===== config.mk =====
export PLATFORM = sky130hd
export DESIGN_NAME = flash_cmd_engine
export DESIGN_NICKNAME = d
export VERILOG_FILES = /design/src/rtl/flash_cmd_pkg.sv /design/src/rtl/fce_decoder.sv /design/src/rtl/fce_prog_timer.sv /design/src/rtl/fce_array.sv /design/src/rtl/fce_read_port.sv /design/src/rtl/flash_cmd_engine.sv
export SDC_FILE = /design/constraint.sdc
export NUM_CORES = 1
export LEC_CHECK = 0
export BUFFER_PORTS_ARGS = -buffer_cell sky130_fd_sc_hd__buf_2
export CORE_AREA = 2 2 213 215
export DETAILED_ROUTE_END_ITERATION = 10
export DIE_AREA = 0 0 215 217
export PLACE_DENSITY_LB_ADDON = 0.25
export SLEW_MARGIN = 20
export SYNTH_ARGS = -nofsm -noshare
export SYNTH_HDL_FRONTEND = slang
export SYNTH_SLANG_ARGS = --single-unit

===== constraint.sdc =====
create_clock -name clk -period 2.4 [get_ports clk]
set_input_delay 0.36 -clock clk [delete_from_list [all_inputs] [get_ports clk]]
set_output_delay 0.36 -clock clk [all_outputs]
set_load 0.03 [all_outputs]

===== src/rtl/flash_cmd_pkg.sv =====
package flash_cmd_pkg;

   typedef enum logic [2:0] {
      ST_READ     = 3'd0,
      ST_KEY1     = 3'd1,
      ST_KEY2     = 3'd2,
      ST_STD_TGT  = 3'd3,
      ST_BYP      = 3'd4,
      ST_BYP_TGT  = 3'd5,
      ST_BYP_QUIT = 3'd6,
      ST_BUSY     = 3'd7
   } fce_state_e;

   localparam int unsigned CMD_ADDR_W = 11;

   localparam logic [7:0] CODE_KEY1     = 8'hAA;
   localparam logic [7:0] CODE_KEY2     = 8'h55;
   localparam logic [7:0] CODE_PROGRAM  = 8'hA0;
   localparam logic [7:0] CODE_BYP_IN   = 8'h20;
   localparam logic [7:0] CODE_BYP_OUT1 = 8'h90;
   localparam logic [7:0] CODE_BYP_OUT2 = 8'h00;

   localparam logic [CMD_ADDR_W-1:0] ADDR_KEY1 = 11'h555;
   localparam logic [CMD_ADDR_W-1:0] ADDR_KEY2 = 11'h2AA;

endpackage


===== src/rtl/fce_decoder.sv =====
module fce_decoder
   import flash_cmd_pkg::*;
#(
   parameter int unsigned ADDR_W   = 11,
   parameter int unsigned DATA_W   = 16,
   parameter int unsigned ARRAY_AW = 5
) (
   input  logic                clk,
   input  logic                rst_n,
   input  logic                wr_en,
   input  logic [ADDR_W-1:0]   wr_addr,
   input  logic [DATA_W-1:0]   wr_data,
   input  logic                op_done,
   output logic                busy,
   output logic                start_op,
   output logic [ARRAY_AW-1:0] tgt_addr,
   output logic [DATA_W-1:0]   tgt_data
);

   fce_state_e state_q, state_d;
   logic       ret_byp_q, ret_byp_d;

   logic [7:0]            code;
   logic [CMD_ADDR_W-1:0] cadr;
   logic                  at_key1, at_key2;

   assign code    = wr_data[7:0];
   assign cadr    = wr_addr[CMD_ADDR_W-1:0];
   assign at_key1 = (cadr == ADDR_KEY1);
   assign at_key2 = (cadr == ADDR_KEY2);

   always_comb begin
      state_d   = state_q;
      ret_byp_d = ret_byp_q;
      start_op  = 1'b0;
      unique case (state_q)
         ST_READ: begin
            if (wr_en) state_d = (at_key1 && code == CODE_KEY1) ? ST_KEY1 : ST_READ;
         end
         ST_KEY1: begin
            if (wr_en) state_d = (at_key2 && code == CODE_KEY2) ? ST_KEY2 : ST_READ;
         end
         ST_KEY2: begin
            if (wr_en) begin
               if (at_key1 && code == CODE_PROGRAM)     state_d = ST_STD_TGT;
               else if (at_key1 && code == CODE_BYP_IN) state_d = ST_BYP;
               else                                     state_d = ST_READ;
            end
         end
         ST_STD_TGT: begin
            if (wr_en) begin
               state_d   = ST_BUSY;
               start_op  = 1'b1;
               ret_byp_d = 1'b0;
            end
         end
         ST_BYP: begin
            if (wr_en) begin
               if (code == CODE_PROGRAM)       state_d = ST_BYP_TGT;
               else if (code == CODE_BYP_OUT1) state_d = ST_BYP_QUIT;
            end
         end
         ST_BYP_TGT: begin
            if (wr_en) begin
               state_d   = ST_BUSY;
               start_op  = 1'b1;
               ret_byp_d = 1'b1;
            end
         end
         ST_BYP_QUIT: begin
            if (wr_en) state_d = (code == CODE_BYP_OUT2) ? ST_READ : ST_BYP;
         end
         ST_BUSY: begin
            if (op_done) state_d = ret_byp_q ? ST_BYP : ST_READ;
         end
         default: state_d = ST_READ;
      endcase
   end

   always_ff @(posedge clk or negedge rst_n) begin
      if (!rst_n) begin
         state_q   <= ST_READ;
         ret_byp_q <= 1'b0;
      end else begin
         state_q   <= state_d;
         ret_byp_q <= ret_byp_d;
      end
   end

   always_ff @(posedge clk or negedge rst_n) begin
      if (!rst_n) begin
         tgt_addr <= '0;
         tgt_data <= '0;
      end else if (start_op) begin
         tgt_addr <= wr_addr[ARRAY_AW-1:0];
         tgt_data <= wr_data;
      end else if (op_done) begin
         tgt_addr <= '0;
         tgt_data <= '0;
      end
   end

   assign busy = (state_q == ST_BUSY);

endmodule


===== src/rtl/fce_prog_timer.sv =====
module fce_prog_timer #(
   parameter int unsigned PROG_CYCLES = 8
) (
   input  logic clk,
   input  logic rst_n,
   input  logic start_op,
   input  logic busy,
   output logic op_done
);

   localparam int unsigned CNT_W = (PROG_CYCLES > 1) ? $clog2(PROG_CYCLES) : 1;

   generate
      if (PROG_CYCLES == 1) begin : g_single
         assign op_done = busy;
      end else begin : g_count
         localparam logic [CNT_W-1:0] LOAD = CNT_W'(PROG_CYCLES - 1);
         logic [CNT_W-1:0] cnt_q;

         always_ff @(posedge clk or negedge rst_n) begin
            if (!rst_n)                    cnt_q <= '0;
            else if (start_op)             cnt_q <= LOAD;
            else if (busy && cnt_q != '0)  cnt_q <= cnt_q - CNT_W'(1);
         end

         assign op_done = busy && (cnt_q == '0);
      end
   endgenerate

endmodule


===== src/rtl/fce_array.sv =====
module fce_array #(
   parameter int unsigned DATA_W   = 16,
   parameter int unsigned ARRAY_AW = 5
) (
   input  logic                clk,
   input  logic                rst_n,
   input  logic                commit,
   input  logic [ARRAY_AW-1:0] wr_addr,
   input  logic [DATA_W-1:0]   wr_data,
   input  logic [ARRAY_AW-1:0] rd_addr,
   output logic [DATA_W-1:0]   rd_word
);

   localparam int unsigned DEPTH = 1 << ARRAY_AW;

   logic [DATA_W-1:0] words [DEPTH];

   generate
      for (genvar w = 0; w < DEPTH; w++) begin : g_word
         logic [DATA_W-1:0] cell_q;

         always_ff @(posedge clk or negedge rst_n) begin
            if (!rst_n)
               cell_q <= '1;
            else if (commit && wr_addr == ARRAY_AW'(w))
               cell_q <= cell_q & wr_data;
         end

         assign words[w] = cell_q;
      end
   endgenerate

   assign rd_word = words[rd_addr];

endmodule


===== src/rtl/fce_read_port.sv =====
module fce_read_port #(
   parameter int unsigned DATA_W = 16
) (
   input  logic              clk,
   input  logic              rst_n,
   input  logic              rd_en,
   input  logic              busy,
   input  logic              start_op,
   input  logic              tgt_bit7,
   input  logic [DATA_W-1:0] array_word,
   output logic [DATA_W-1:0] rd_data
);

   logic              toggle_q;
   logic [DATA_W-1:0] status_word;

   always_comb begin
      status_word    = '0;
      status_word[7] = ~tgt_bit7;
      status_word[6] = toggle_q;
   end

   always_ff @(posedge clk or negedge rst_n) begin
      if (!rst_n) begin
         rd_data  <= '0;
         toggle_q <= 1'b0;
      end else begin
         if (start_op) toggle_q <= 1'b0;
         if (rd_en) begin
            if (busy) begin
               rd_data  <= status_word;
               toggle_q <= ~toggle_q;
            end else begin
               rd_data  <= array_word;
            end
         end
      end
   end

endmodule


===== src/rtl/flash_cmd_engine.sv =====
module flash_cmd_engine #(
   parameter int unsigned ADDR_W      = 11,
   parameter int unsigned DATA_W      = 16,
   parameter int unsigned ARRAY_AW    = 5,
   parameter int unsigned PROG_CYCLES = 8
) (
   input  logic              clk,
   input  logic              rst_n,
   input  logic [ADDR_W-1:0] bus_addr,
   input  logic [DATA_W-1:0] bus_wdata,
   input  logic              bus_we,
   input  logic              bus_re,
   output logic [DATA_W-1:0] rd_data,
   output logic              ready
);

   generate
      if (DATA_W < 8) begin : g_bad_data_w
         $error("flash_cmd_engine: DATA_W must be at least 8");
      end
      if (ADDR_W < 11) begin : g_bad_addr_w
         $error("flash_cmd_engine: ADDR_W must be at least 11");
      end
      if (ARRAY_AW < 1 || ARRAY_AW > ADDR_W || ARRAY_AW > 10) begin : g_bad_array_aw
         $error("flash_cmd_engine: ARRAY_AW must be 1..min(ADDR_W,10)");
      end
      if (PROG_CYCLES < 1) begin : g_bad_prog
         $error("flash_cmd_engine: PROG_CYCLES must be at least 1");
      end
   endgenerate

   logic                busy;
   logic                start_op;
   logic                op_done;
   logic [ARRAY_AW-1:0] prog_addr;
   logic [DATA_W-1:0]   prog_data;
   logic [DATA_W-1:0]   arr_word;

   fce_decoder #(
      .ADDR_W   (ADDR_W),
      .DATA_W   (DATA_W),
      .ARRAY_AW (ARRAY_AW)
   ) u_decoder (
      .clk      (clk),
      .rst_n    (rst_n),
      .wr_en    (bus_we),
      .wr_addr  (bus_addr),
      .wr_data  (bus_wdata),
      .op_done  (op_done),
      .busy     (busy),
      .start_op (start_op),
      .tgt_addr (prog_addr),
      .tgt_data (prog_data)
   );

   fce_prog_timer #(
      .PROG_CYCLES (PROG_CYCLES)
   ) u_timer (
      .clk      (clk),
      .rst_n    (rst_n),
      .start_op (start_op),
      .busy     (busy),
      .op_done  (op_done)
   );

   fce_array #(
      .DATA_W   (DATA_W),
      .ARRAY_AW (ARRAY_AW)
   ) u_array (
      .clk     (clk),
      .rst_n   (rst_n),
      .commit  (op_done),
      .wr_addr (prog_addr),
      .wr_data (prog_data),
      .rd_addr (bus_addr[ARRAY_AW-1:0]),
      .rd_word (arr_word)
   );

   fce_read_port #(
      .DATA_W (DATA_W)
   ) u_read (
      .clk        (clk),
      .rst_n      (rst_n),
      .rd_en      (bus_re),
      .busy       (busy),
      .start_op   (start_op),
      .tgt_bit7   (prog_data[7]),
      .array_word (arr_word),
      .rd_data    (rd_data)
   );

   assign ready = ~busy;

endmodule


==> impl_metrics.tcl <==
set metrics [dict create \
    syn2layout_area_growth_pct 14.2 \
    hold_depth 2 \
    skew_ns 0.0164 \
    drive_gt1_frac 0.511 \
    fp.dieH_um 217 \
    synth_area_um2 24100 \
    wl_per_cell_um 25.6 \
    cts-root-buf "clkbuf_16" \
    synth_top_cell_area_share 0.558 \
    power_density_nw_per_um2 816 \
    yosysSeqAreaShare 0.604 \
    min_from "bus_wdata[2]" \
    period_needed_ns 2.22 \
    gp_congestion 0.850 \
    hold_path_class "in -> reg" \
    fmax_mhz 451 \
    status "completed" \
    grt-ovfl-total 0 \
    die_w_um 215 \
    drt_first_pass_iters 5 \
    endpoint_kind "output pin" \
    h-tree-depth 2 \
    insertion_delay_ns 0.61 \
    viasPerCell 6.24 \
    synth_ff_type "dfstp_2" \
    grt_pass1_vias 16000 \
    design_area_um2 27600 \
    netlist_top_cells_count "515 x o21a_1, 512 x dfstp_2, 119 x mux4_2, 99 x clkbuf_1, 58 x nand2_1" \
    yosysUniqueCellTypes 56 \
    synth.area.top_cells "dfstp_2 56%, o21a_1 16%, mux4_2 11%" \
    path_max_fanout 8 \
    maxCapViolations 0 \
    rsz0062_at_grt "false" \
    ys_ff_latch 557 \
    wl_um 62000 \
    fin_crit_sh 0.924 \
    reg2reg_from "u_timer.g_count.cnt_q[0]$_DFFE_PN0P_" \
    yosysTopAreaCell "dfstp_2" \
    syn_inst 1692 \
    n_antenna_cell 0 \
    path_class "reg -> out" \
    ys_warn_count 0 \
    drv_slew 0 \
    vias 15100 \
    whs_endpoint "u_decoder.tgt_data[2]$_DFFE_PN0P_" \
    synthArstFlopShare 1.00 \
    numCtsBuffers 57 \
    setup_violations 0 \
    worst-r2r-cell-count 8 \
    drc 0 \
    stdcell_count 2423 \
    slew_headroom 0.479 \
    grt_usage 0.272 \
    cp-start-kind "flop" \
    dpl.cell_count 2305 \
    tightest_slew_ns 0.782 \
    post_dp_cell_area_um2 25500 \
    clockBufferDepth 3 \
    rrSetupSlack_ns 0.26 \
    ir_worst_vdd_mv 0.792 \
    fin_setup_tns_ns 0 \
    grt_pass1_wl_um 96700 \
    postRouteAntennaNets 0 \
    grt_max_degree 93 \
    worstPathArrival_ns 1.86 \
    avgSynthCellArea_um2 14.3 \
    row_count 78 \
    grt_antenna_before_repair 0 \
    drtIter0Drc 1440 \
    io_pins 48 \
    initial_core_util 0.540 \
    synth_nets 1725 \
    post-synth-top-count-cell "o21a_1" \
    fin_hold_ws_ns 0.0333 \
    synth_edf_count 0 \
    p_leak_uw 0.0105 \
    hold_violations 0 \
    numPortBuffers 47 \
    cts.sinks 557 \
    r2r_end "u_array.g_word[5].cell_q[2]$_DFFE_PN1P_" \
    coreArea_um2 44700 \
    dieArea_um2 46700 \
    final_nets 1808 \
    cts_tree "yes" \
    clk_pin_slew_worst_paths_ns 0.06 \
    place_hpwl_um 39300 \
    required_ns 2.04 \
]
==> per-layer routing <==
layer / vias to the layer above / routed length [um] / GRT usage
li1: 6381 / - / -
met1: 8127 / 27300 / 0.393
met2: 499 / 29100 / 0.429
met3: 117 / 3860 / 0.0444
met4: 0 / 1720 / 0.0871
met5: - / 0 / 0
==> repair_timing <==
action | CTS | global route
hold buffers | 11 | 0
buffers inserted | 0 | 0
endpoints found under the hold margin | 13 | 0
setup endpoints to repair | 0 | 4
gates resized for setup | 0 | 1
==> cell type report <==
cell class | count | area [um^2]
fill | 3386 | 17100
tap | 600 | 751
timing repair buffer | 179 | 1460
inverter | 15 | 56.3
clock inverter | 21 | 239
multi-input combinational | 965 | 8770
clock buffer | 86 | 1700
sequential | 557 | 14600
==> kinds of logic (layout without fill, tap and decap cells) <==
group,Yosys count,after routing,share of synthesized area
multiplexers,158,158,0.128
adder cells (fa/ha/maj),2,2,0.00104
flip-flops,557,557,0.604
XOR/XNOR,2,2,0.000726
buffers and inverters,170,301,0.0324
AND/OR/NAND/NOR,176,176,0.0367
AO/OA/AOI/OAI,627,627,0.197
==> worst max-delay path by stage <==
| stage | from | end | slack (ns) | depth (start not counted) |
|---|---|---|---|---|
| final | u_decoder.state_q[2]$_DFFE_PN0P_ | ready | 0.18 | 3 |
| after global routing | u_timer.g_count.cnt_q[0]$_DFFE_PN0P_ | u_array.g_word[13].cell_q[12]$_DFFE_PN1P_ | 0.12 | 8 |
| after CTS | u_decoder.state_q[2]$_DFFE_PN0P_ | u_read.rd_data[8]$_DFFE_PN0P_ | 0.09 | 6 |
| after detailed placement | bus_addr[0] | u_read.rd_data[0]$_DFFE_PN0P_ | 0.01 | 6 |
| after global placement | bus_addr[0] | u_read.rd_data[7]$_DFFE_PN0P_ | 0.003 | 7 |
| after floorplan | bus_addr[1] | u_read.rd_data[3]$_DFFE_PN0P_ | 0.39 | 7 |
==> metrics by stage <==
step	total power [uW]	util	setup slack [ns]
2_1_floorplan	12200	-	0.391
3_3_place_gp	13400	0.570	0.00337
3_5_place_dp	13400	0.571	0.0101
4_1_cts	22600	0.616	0.0915
5_1_grt	23300	0.616	0.118
6_report	22500	0.616	0.182
==> registers in the layout (all words and copies together) (netlist names) <==
register               cells
u_decoder.ret_byp_q        1
u_decoder.tgt_data        16
u_read.rd_data            16
u_read.toggle_q            1
u_timer.g_count.cnt_q      3
u_array.g_word.cell_q    512
u_decoder.tgt_addr         5
u_decoder.state_q          3
==> worst max-delay path, stage by stage, from the launching register on <==
cell     delay, ns
dfrtp_1       0.36
and3_1        0.48
inv_1         0.18
buf_2         0.23
==> placed cells by master (no fill, tap or decap), types with 14 or more instances in the layout <==
cell	n
mux4_2	119
inv_1	15
mux2_2	17
nand2_1	58
o22ai_1	14
buf_12	14
mux2i_1	22
nand3_1	16
o21a_1	515
buf_4	107
nor2_1	31
nand2b_1	21
dfstp_2	512
clkbuf_16	59
clkbuf_1	15
a22o_1	21
buf_2	44
a22oi_1	24
dfrtp_1	42
==> power by group <==
group          internal (uW)  total [uW]  switching [uW]
logic                    876        3120            2240
registers               9710       10300             553
clock network           5410        9110            3700
total                  16000       22500            6500
No activity file was read; power rests on OpenSTA's default activity.
